===== src/rtl/sgn_mac_regs.sv =====
module sgn_mac_regs #(
  parameter int OPW    = 8,
  parameter int ACCW   = 32,
  parameter int ADDR_W = 4
) (
  input  logic              clk,
  input  logic              rst_n,
  input  logic [ADDR_W-1:0] bus_addr,
  input  logic              bus_wr,
  input  logic [OPW-1:0]    bus_wdata,
  output logic [OPW-1:0]    bus_rdata
);
  localparam int PRODW      = 2 * OPW;
  localparam int PROD_BYTES = PRODW / OPW;
  localparam int ACC_BYTES  = ACCW / OPW;
  localparam int A_MX   = 0;
  localparam int A_MY   = 1;
  localparam int A_AX   = 2;
  localparam int A_AY   = 3;
  localparam int A_PROD = 4;
  localparam int A_ACC  = A_PROD + PROD_BYTES;
  localparam int A_CLR  = A_ACC + ACC_BYTES;

  logic signed [OPW-1:0]   mx, my, ax, ay;
  logic signed [PRODW-1:0] prod;
  logic        [ACCW-1:0]  acc;

  wire wr_mx  = bus_wr && (bus_addr == ADDR_W'(A_MX));
  wire wr_my  = bus_wr && (bus_addr == ADDR_W'(A_MY));
  wire wr_ax  = bus_wr && (bus_addr == ADDR_W'(A_AX));
  wire wr_ay  = bus_wr && (bus_addr == ADDR_W'(A_AY));
  wire wr_clr = bus_wr && (bus_addr == ADDR_W'(A_CLR));

  wire signed [OPW-1:0]   wd_s   = $signed(bus_wdata);
  wire signed [OPW-1:0]   mul_a  = wr_mx ? wd_s : mx;
  wire signed [OPW-1:0]   mul_b  = wr_my ? wd_s : my;
  wire signed [OPW-1:0]   mac_a  = wr_ax ? wd_s : ax;
  wire signed [OPW-1:0]   mac_b  = wr_ay ? wd_s : ay;
  wire signed [PRODW-1:0] mul_p  = mul_a * mul_b;
  wire signed [PRODW-1:0] mac_p  = mac_a * mac_b;
  wire        [ACCW-1:0]  mac_px = {{(ACCW-PRODW){mac_p[PRODW-1]}}, mac_p};

  always_ff @(posedge clk) begin
    if (!rst_n) begin
      mx   <= '0;
      my   <= '0;
      ax   <= '0;
      ay   <= '0;
      prod <= '0;
      acc  <= '0;
    end else begin
      if (wr_mx) mx <= wd_s;
      if (wr_my) my <= wd_s;
      if (wr_ax) ax <= wd_s;
      if (wr_ay) ay <= wd_s;
      if (wr_mx || wr_my) prod <= mul_p;
      if (wr_clr) acc <= '0;
      else if (wr_ax || wr_ay) acc <= acc + mac_px;
    end
  end

  always_comb begin
    bus_rdata = '0;
    if (bus_addr == ADDR_W'(A_MX)) bus_rdata = mx;
    if (bus_addr == ADDR_W'(A_MY)) bus_rdata = my;
    if (bus_addr == ADDR_W'(A_AX)) bus_rdata = ax;
    if (bus_addr == ADDR_W'(A_AY)) bus_rdata = ay;
    for (int i = 0; i < PROD_BYTES; i++)
      if (bus_addr == ADDR_W'(A_PROD + i)) bus_rdata = prod[i*OPW +: OPW];
    for (int i = 0; i < ACC_BYTES; i++)
      if (bus_addr == ADDR_W'(A_ACC + i)) bus_rdata = acc[i*OPW +: OPW];
  end

  p_prod_hold_r2: assert property (@(posedge clk) disable iff (!rst_n)
    !(wr_mx || wr_my) |=> $stable(prod));

  p_opnd_store_r3: assert property (@(posedge clk) disable iff (!rst_n)
    wr_ax |=> (ax == $signed($past(bus_wdata))));

  p_clear_r6: assert property (@(posedge clk) disable iff (!rst_n)
    wr_clr |=> (acc == '0) && $stable(prod) && $stable(ax) && $stable(ay));

  p_acc_hold_r8: assert property (@(posedge clk) disable iff (!rst_n)
    !(wr_ax || wr_ay || wr_clr) |=> $stable(acc));

  p_acc_sign_r5: assert property (@(posedge clk) disable iff (!rst_n)
    (wr_ax || wr_ay) && (acc == '0) && mac_p[PRODW-1] |=> acc[ACCW-1]);
endmodule


===== config.mk =====
export PLATFORM = sky130hd
export DESIGN_NAME = sgn_mac_regs
export DESIGN_NICKNAME = d
export VERILOG_FILES = /design/src/rtl/sgn_mac_regs.sv
export SDC_FILE = /design/constraint.sdc
export NUM_CORES = 1
export LEC_CHECK = 0
export BUFFER_PORTS_ARGS = -buffer_cell sky130_fd_sc_hd__buf_2
export CAP_MARGIN = 25
export CORE_MARGIN = 5
export CORE_UTILIZATION = 66
export DETAILED_ROUTE_END_ITERATION = 10
export GPL_ROUTABILITY_DRIVEN = 1
export PLACE_DENSITY = 0.95
export SLEW_MARGIN = 10
export SYNTH_ARGS = -nofsm -noshare
export SYNTH_HDL_FRONTEND = slang
export SYNTH_SLANG_ARGS = --single-unit

===== constraint.sdc =====
create_clock -name clk -period 18.3 [get_ports clk]
set_input_delay 5.49 -clock clk [delete_from_list [all_inputs] [get_ports clk]]
set_output_delay 5.49 -clock clk [all_outputs]
set_load 0.05 [all_outputs]

=== After elaboration in Yosys (flattened, before gate mapping) ===
Index checks and enable logic that the tools add are counted.

* Bits in registers: 80
* Bits in latches: 0
* Memory bits (writable): 0
* Memory bits (read-only): 0
* Input bits: 15
* Output and inout port bits: 8
* Word-level logic and storage cells: 43
* Memories kept: 0

* Add/sub/neg operators: 1
* $mul: 2
* Divide/modulo/power cells: 0
* Order comparisons: 0
* Eq/ne operators: 10
* Shift-type cells: 0
* Mux-type cells: 14
* Bitwise logic cells: 1
* Reduce and logical (&&, ||, !) cells: 9

{| class="wikitable"
|+ Operators by type and width
! kind !! number
|-
| 8-bit 2-to-1 mux || 14
|-
| 32-bit adder || 1
|-
| 8-bit by 8-bit multiplier with 16-bit output || 2
|-
| 4-bit by 3-bit == test with 1-bit output, second input constant || 4
|-
| 4-bit == test, second input constant || 3
|-
| 4-bit by 2-bit == test with 1-bit output, second input constant || 2
|-
| 1-bit logical AND || 5
|-
| 4-bit by 1-bit == test with 1-bit output, second input constant || 1
|-
| 4-bit zero test || 1
|-
| 1-bit logical OR || 2
|-
| 2-bit OR reduction || 1
|-
| 1-bit NOT || 1
|}

=== Longest topological paths before layout ===
Gate-level depths: netlist of run 1.

* Depth in word-level cells: 11
* Depth in mapped cells: 34
* Gate-level depth less buffers: 32

=== Worst setup path before layout of run 1 ===
No wires, ideal clock.

* Kind: input -> register
* Start: input port bus_addr[2]
* End: register acc[24]
* Library setup time: 0.117 ns
* Data arrival time: 12.935 ns
* Data required time: 18.183 ns
* Path slack: 5.248 ns
* Stages on the path: 32
* Path buffers: 3
* Cell sequence: clkbuf_1 -> nand2b_1 -> nor2_1 -> and2_1 -> buf_2 -> nand2_1 -> mux2i_1 -> inv_1 -> fa_1 -> inv_1 -> fa_1 -> inv_1 -> fa_1 -> inv_1 -> fa_1 -> inv_1 -> ha_1 -> o21ai_0 -> o21ai_0 -> a41oi_1 -> a21oi_1 -> xnor2_1 -> ha_1 -> clkbuf_1 -> a21o_1 -> a21o_1 -> a21oi_1 -> nand2b_1 -> nand3b_1 -> mux2_2 -> o311ai_0 -> a22o_1

* Longest elaborated chain between the ends: 5
* Elaborated cells on any way between the ends: 12
* Classes of those cells: 1 x add/sub; 1 x mul; 3 x eq/ne; 2 x mux; 5 x reduce/logical

{| class="wikitable"
|+ RTL lines
! what !! RTL line !! RTL
|-
| start: declaration || 8 || <nowiki>input logic [ADDR_W-1:0] bus_addr,</nowiki>
|-
| 4-bit by 2-bit == test with 1-bit output || 31 || <nowiki>wire wr_ay = bus_wr && (bus_addr == ADDR_W'(A_AY));</nowiki>
|-
| 1-bit logical AND || 31 ||
|-
| 8-bit 2-to-1 mux || n/a ||
|-
| via mac_b[7] || 38 || <nowiki>wire signed [OPW-1:0] mac_b = wr_ay ? wd_s : ay;</nowiki>
|-
| 8-bit by 8-bit multiplier with 16-bit output || 40 || <nowiki>wire signed [PRODW-1:0] mac_p = mac_a * mac_b;</nowiki>
|-
| 32-bit adder || 58 || <nowiki>else if (wr_ax || wr_ay) acc <= acc + mac_px;</nowiki>
|-
| end signal: assignment || 58 ||
|-
| end: declaration || 26 || <nowiki>logic [ACCW-1:0] acc;</nowiki>
|}

The timed path passes the listed nets, and every way through them passes these cells.
A chain may end at the register's enable or synchronous reset.

=== Final worst setup path of run 1 ===
* Start: input port bus_addr[2]
* End: register acc[30]

* Longest elaborated chain between the ends: 5
* Elaborated cells on any way between the ends: 12
* Classes of those cells: 1 x add/sub; 1 x mul; 3 x eq/ne; 2 x mux; 5 x reduce/logical

{| class="wikitable"
|+ RTL lines
! what !! RTL line
|-
| 4-bit by 2-bit == test with 1-bit output, on equally long branches || 30, 31
|-
| 1-bit logical AND, on equally long branches || 30, 31
|-
| 8-bit 2-to-1 mux || n/a
|-
| 8-bit by 8-bit multiplier with 16-bit output || 40
|-
| 32-bit adder || 58
|}

Several ways; a longest one is shown, not always the timed one.

==> out/qor.yml, run 1 <==
hold_path:
  worstHoldStart: "prod[3]"
  min_path_type: "register to register"
synthesis:
  synth-async-reset-ratio: 0
  synthesis.nets: 1411
  synth_edf_count: 0
  synthFlopType: "dfxtp_1"
  synthCells: 1194
  yosysSeqAreaShare: 0.158
  yosysWarningCount: 0
  ys_types: 67
  ys_ff_latch: 80
  postSynthAreaPerCell_um2: 8.46
  netlist_area_um2: 10100
timing:
  period_share: 0.719
  maxSlewHeadroom: 0.310
  layout_min_cycle_time_ns: 13.16
  finClkSkew_ns: 0.00931
  tns_ns: 0
  worst_slew_pin_slew_ns: 1.01
  fmax_mhz: 76.0
  hold_viol_final: 0
  slew_viol_final: 0
  rsz0062_at_grt: "false"
  finalSetupViolations: 0
setup_path:
  crit_slowest_cell: "mux2i_1"
  required_ns: 18.56
  critPathMaxFanout: 19
  worst-path-buf-inv: 5
  start_kind: "primary input"
  critical-path-top-delay-family: "adder cells"
  critPathMaxStageDelay_ns: 0.88
  path_class: "primary input to register"
  r2r-start: "ay[0]"
  cp.arrival_ns: 13.43
  cp-startpoint: "bus_addr[2]"
  cp-end-kind: "register"
routing:
  wl_per_cell_um: 18.9
  wl_met2_mm: 12.7
  first_pass_iters: 6
  ant_nets: 0
  routed.top_layer: "met5"
  drc: 0
  wirelength_mm: 26.2
  drt_iter0_drc: 919
  vias_per_cell: 6.37
  wl_met1_mm: 10.2
  wl_met3_mm: 2.23
  num_vias: 8843
power_and_ir_drop:
  peakVddDrop_mv: 0.0515
  combPwrFrac: 0.121
  sw_frac_of_total: 0.286
  pwr-share-clk: 0.459
  p_per_area_nw_per_um2: 39.5
  p_seq_frac: 0.420
  p_int_mw: 0.301
  p_sw_mw: 0.120
  p_leak_nw: 4.87
clock_network:
  cts_buffer_depth: 2
  clkLatencyLatePin_ns: 0.35
  clk_pin_slew_ns: 0.06
  numClockSinks: 80
  postCtsSetupRepairBufs: 0
  cts_resized: 0
  cts_buffers: 9
  cts_root_buffer: "clkbuf_16"
  h-tree-depth: 3
  tritoncts: "done"
  ctsHoldBuffers: 0
finish:
  fillCellCount: 1065
  layout-drive-gt1-share: 0.0733
  num_antenna_cells: 0
  final_nets: 1413
  area_delta_synth_final_pct: 5.41
  fin_util: 0.706
floorplan:
  fp.dieArea_um2: 17900
  start_util: 0.670
  io_pins: 23
  die_w_um: 134
  core_area_um2: 15100
  die_h_um: 134
  rows: 45
placement:
  routabilityCongestion: 0.971
  hpwl_mm: 19.6
  portBuffers: 22
global_routing:
  antenna_found_initial: 1
  grt_pass1_wl_mm: 43.9
  grt_pass1_vias: 9034
  grt_max_degree: 57
  grt_overflow: 0
  globalRouteTotalUtil: 0.300
run:
  maxCapViolCount: 0
run_status:
  outcome: "complete, no violations"
## stage by stage
| stage | total power, mW | hold WS (ns) | instances | worst slack, ns | instance area, µm² |
|---|---|---|---|---|---|
| after CTS | 0.419 | 0.475 | 1389 | 5.20 | 10700 |
| after global placement | 0.228 | 0.460 | 1373 | 5.16 | 10300 |
| after detailed placement | 0.229 | 0.467 | 1373 | 4.96 | 10300 |
| final | 0.421 | 0.475 | 1389 | 5.14 | 10700 |
| after global routing | 0.431 | 0.501 | 1389 | 4.61 | 10700 |
| after floorplan | 0.216 | 0.440 | 1194 | 5.25 | 10100 |
## cell usage after synthesis (13+ instances only)
cell type	number	area, µm²
a21oi_1	74	370
inv_1	165	619
nor2_1	109	409
ha_1	89	1110
or2_2	20	125
nor2b_1	50	313
nand3_1	16	80.1
a21o_1	17	128
fa_1	113	2260
xnor2_1	39	342
clkbuf_1	27	101
dfxtp_1	80	1600
and2_1	13	81.3
nand2_1	110	413
o21ai_0	41	205
mux2i_1	34	340
## placed cells by master (no fill, tap or decap), drive strengths merged, types with 3 or more instances in the layout
cell	instances
a21o	17
and3	5
a211oi	3
nand2b	10
nand3b	3
mux2	6
xor2	12
nor4	5
nor2	110
o21a	6
a21boi	9
dfxtp	80
mux2i	34
ha	89
nand2	110
and2	13
nor2b	50
fa	113
o211ai	6
a21oi	74
nand3	16
xnor2	39
buf	26
a31o	4
inv	169
a22oi	8
clkbuf	9
mux4	8
o22ai	4
nand4	8
nor3b	5
a31oi	8
o221ai	4
a41oi	3
nor3	12
or3	6
o21ai	46
o21bai	7
a22o	6
or2	30
## power groups by stage
| stage | clock [mW] | sequential [mW] | combinational, mW |
|---|---|---|---|
| 3_5_place_dp | 0 | 0.181 | 0.0486 |
| 6_report | 0.193 | 0.177 | 0.0509 |
| 4_1_cts | 0.193 | 0.177 | 0.0496 |
| 5_1_grt | 0.199 | 0.177 | 0.0549 |
| 3_3_place_gp | 0 | 0.180 | 0.0471 |
| 2_1_floorplan | 0 | 0.180 | 0.0360 |
## registers in the layout (all words and copies together) (netlist names)
register / count
prod: 16
ay: 8
ax: 8
mx: 8
acc: 32
my: 8
## final timing paths
path | to | cells past startpoint | slack (ns)
setup / recovery | acc[30] | 29 | 5.14
hold / removal | prod[3] | 2 | 0.48
setup reg to reg | acc[30] | 24 | 11.21
hold reg to reg | prod[3] | 2 | 0.48
## worst register-to-register path: cells and delay by family (launching register included)
family	cells	cell delay, ns
xor+xnor	1	0.18
compound gates	8	1.39
fa+ha+maj	6	2.87
mux	1	0.75
simple gates	4	1.26
flops	1	0.32
buf+inv	4	0.23
## per-layer routing
| metal | global-route usage | vias up |
|---|---|---|
| li1 | - | 3977 |
| met1 | 0.374 | 4290 |
| met2 | 0.510 | 464 |
| met3 | 0.0544 | 110 |
| met4 | 0.134 | 2 |
| met5 | 0 | - |
## kinds of logic after synthesis
kind of cell    count (synthesis)  synth area share
simple gates                  390             0.187
compound gates                223             0.143
fa+ha+maj                     202             0.334
buf+inv                       200            0.0749
flops                          80             0.158
xor+xnor                       51            0.0442
mux                            48            0.0582
## final cells by class
cell class / instances / area (µm²) / area share
clock buffer: 9 / 225 / 0.0211
clock inverter: 7 / 83.8 / 0.00787
inverter: 165 / 619 / 0.0581
multi-input combinational: 914 / 7750 / 0.727
sequential: 80 / 1600 / 0.150
tap: 188 / 235 / 0.0221
timing repair buffer: 26 / 140 / 0.0132
No activity file was read; power rests on OpenSTA's default activity.
==> inputs of run 2 (changes only) <==
Settings changed: CORE_UTILIZATION 66 to 59, PLACE_DENSITY 0.95 to 0.91.
Clock period 18.3 ns to 11 ns, I/O delays scaled along.
==> out/qor.yml, run 2 (synthesis results as in run 1) <==
finish:
  largest_reg_flops: 32  # unchanged
  num_antenna_cells: 0  # unchanged
  final_nets: 1437  # +1.7%
  fillCellCount: 1286  # +21%
  final_design_area_no_fill_um2: 10900  # +2.3%
  layout_common_cells: "inv_1 (165), fa_1 (113), nor2_1 (109)"
  final_common_cell: "inv_1"
  regMostFlops: "acc"
  final_cells: 1445  # +4.0%
  layout-drive-gt1-share: 0.0971  # +0.0239
  reg.largest.list: "acc (32), prod (16)"
  fin_util: 0.653  # -0.0533
  area_delta_synth_final_pct: 7.86
setup_path:
  critical-path-top-delay-family: "adder cells"
  critPathMaxFanout: 8  # -11
  cp.arrival_ns: 10.62  # -2.81 ns
  rr_endpoint: "acc[31]"
  required_ns: 11.25  # -7.31 ns
  worst-r2r-cell-count: 26  # +8.3%
  start_kind: "primary input"
  critPathMaxStageDelay_ns: 0.54  # -0.34 ns
  crit_slowest_cell: "fa_1"
  rrSetupSlack_ns: 4.29  # -6.92 ns
  path_class: "primary input to register"
  cp-end-kind: "register"
  cpMostUsedCell: "fa_1"
  worst-path-buf-inv: 5  # unchanged
  r2r-start: "ax[7]"
global_routing:
  grt_pass1_wl_mm: 42.0  # -4.2%
  grtUsageMet3: 0.0549  # +0.000479
  grt_overflow: 0  # unchanged
  globalRouteTotalUtil: 0.256  # -0.0441
  globalRoute.busiestLayer: "met2"
  met1_usage: 0.334  # -0.0390
  grtUsageMet2: 0.429  # -0.0814
  antenna_found_initial: 1  # unchanged
  grt_max_degree: 57  # unchanged
  grt_pass1_vias: 8848  # -2.1%
timing:
  post-route-worst-setup-slack_ns: 0.629  # -4.51 ns
  tns_ns: 0  # unchanged
  period_share: 0.943
  slew_viol_final: 0  # unchanged
  worst_slew_pin_slew_ns: 0.983  # -0.0227 ns
  fmax_mhz: 96.4
  rsz0062_at_grt: "false"
  finClkSkew_ns: 0.0130  # +0.00367 ns
  maxSlewHeadroom: 0.326  # +0.0156
  finalSetupViolations: 0  # unchanged
  layout_min_cycle_time_ns: 10.37
  hold_viol_final: 0  # unchanged
routing:
  wirelength_mm: 24.9  # -5.2%
  vias_per_cell: 6.02  # -5.4%
  drc: 0  # unchanged
  wl_per_cell_um: 17.2  # -8.9%
  drt_iter0_drc: 839  # -8.7%
  ant_nets: 0  # unchanged
  first_pass_iters: 8  # +2
  num_vias: 8704  # -1.6%
run:
  maxCapViolCount: 0  # unchanged
hold_path:
  min_to: "prod[7]"
  min_path_type: "register to register"
  hold_depth: 2  # unchanged
  worstHoldStart: "prod[7]"
placement:
  portBuffers: 22  # unchanged
  dpl_cell_area_um2: 10600  # +2.1%
  dp_cells: 1428  # +4.0%
  routabilityCongestion: 0.978  # +0.66%
  hpwl_mm: 19.5  # -0.57%
  post-place-ws_ns: 0.224  # -4.74 ns
floorplan:
  fp.dieArea_um2: 19800  # +11%
  io_pins: 23  # unchanged
  core_area_um2: 16700  # +11%
  die_h_um: 141  # +5.3%
  die_w_um: 141  # +5.3%
  rows: 47  # +4.4%
  start_util: 0.605  # -0.0646
clock_network:
  cts_buffers: 9  # unchanged
  clkLatencyLatePin_ns: 0.34  # about the same
  cts_buffer_depth: 2  # unchanged
  cts_root_buffer: "clkbuf_16"
  clk_pin_slew_ns: 0.06  # about the same
  numClockSinks: 80  # unchanged
  tritoncts: "done"
  h-tree-depth: 3  # unchanged
power_and_ir_drop:
  p_leak_nw: 4.93  # +1.3%
  sw_frac_of_total: 0.282  # -0.00378
  pwr-share-clk: 0.452  # -0.007
  p_int_mw: 0.500  # +66%
  p_seq_frac: 0.422  # +0.002
  p_per_area_nw_per_um2: 63.9  # +62%
  p_sw_mw: 0.196  # +63%
  combPwrFrac: 0.126  # +0.005
  peakVddDrop_mv: 0.0838  # +63%
run_status:
  outcome: "complete, no violations"
-- run 2: cell types whose count changed in the layout (fill, tap and decap cells not counted), sizes merged --
cell      change
buf          +24
clkinvlp      +3
inv           -2
clkinv        -1
-- run 2: worst max path at each step --
stage,start,end,slack (ns),depth (start not counted)
global route,bus_addr[2],acc[31],0.1,32
detailed placement,bus_addr[1],acc[27],0.22,29
finish,bus_addr[2],acc[30],0.63,30
global placement,bus_addr[2],acc[27],0.49,32
floorplan,bus_addr[2],acc[24],0.14,32
CTS,bus_addr[1],acc[27],0.52,29
-- run 2: worst reg2reg max path, cell delays in order, from the launching register on --
cell and delay (ns):
dfxtp_1 0.34, mux2i_2 0.31, nor2_1 0.15, fa_1 0.51, inv_1 0.06, fa_1 0.51
inv_1 0.07, fa_1 0.52, inv_1 0.05, fa_1 0.53, inv_1 0.05, ha_1 0.33
o21ai_0 0.12, o21ai_0 0.30, a41oi_1 0.18, a21oi_1 0.19, xnor2_1 0.09, buf_4 0.24
ha_1 0.42, nand2_1 0.18, nor2_1 0.18, and3_1 0.21, nor3b_1 0.25, o21ai_0 0.17
a211o_1 0.33, a211o_1 0.27, nand2_1 0.07
-- run 2: power groups by stage --
stage               clock [mW]  sequential, mW  combinational [mW]
floorplan                    0           0.300              0.0599
global placement             0           0.300              0.0815
detailed placement           0           0.300              0.0841
CTS                      0.314           0.294              0.0847
global route             0.328           0.294              0.0950
finish                   0.315           0.294              0.0875
-- run 2: repair_timing --
item                                    CTS  global route
gates resized for setup                   0             8
setup buffers                             0             0
hold buffers                              0             0
endpoints found under the setup margin    0             2
hold endpoints to repair                  0             0
-- run 2: final cells by class --
cell class | count | area, µm² | share of cell area
Clock buffer | 9 | 225 | 0.0207
Tap cell | 220 | 275 | 0.0253
Sequential cell | 80 | 1600 | 0.147
Timing Repair Buffer | 50 | 320 | 0.0294
Clock inverter | 7 | 78.8 | 0.00723
Multi-Input combinational cell | 914 | 7780 | 0.714
Inverter | 165 | 619 | 0.0568
-- run 2: layer usage --
layer | part of all wire | wire [µm] | vias to the layer above
met3 | 0.080 | 2000 | 60
met2 | 0.48 | 12000 | 397
li1 | - | - | 4024
met5 | 0.00052 | 13 | -
met4 | 0.027 | 660 | 2
met1 | 0.41 | 10200 | 4221
-- run 2: stage by stage --
step           total power, mW  hold WS, ns
2_1_floorplan            0.359        0.440
3_5_place_dp             0.384        0.471
6_report                 0.697        0.480
3_3_place_gp             0.382        0.459
5_1_grt                  0.717        0.501
4_1_cts                  0.693        0.479
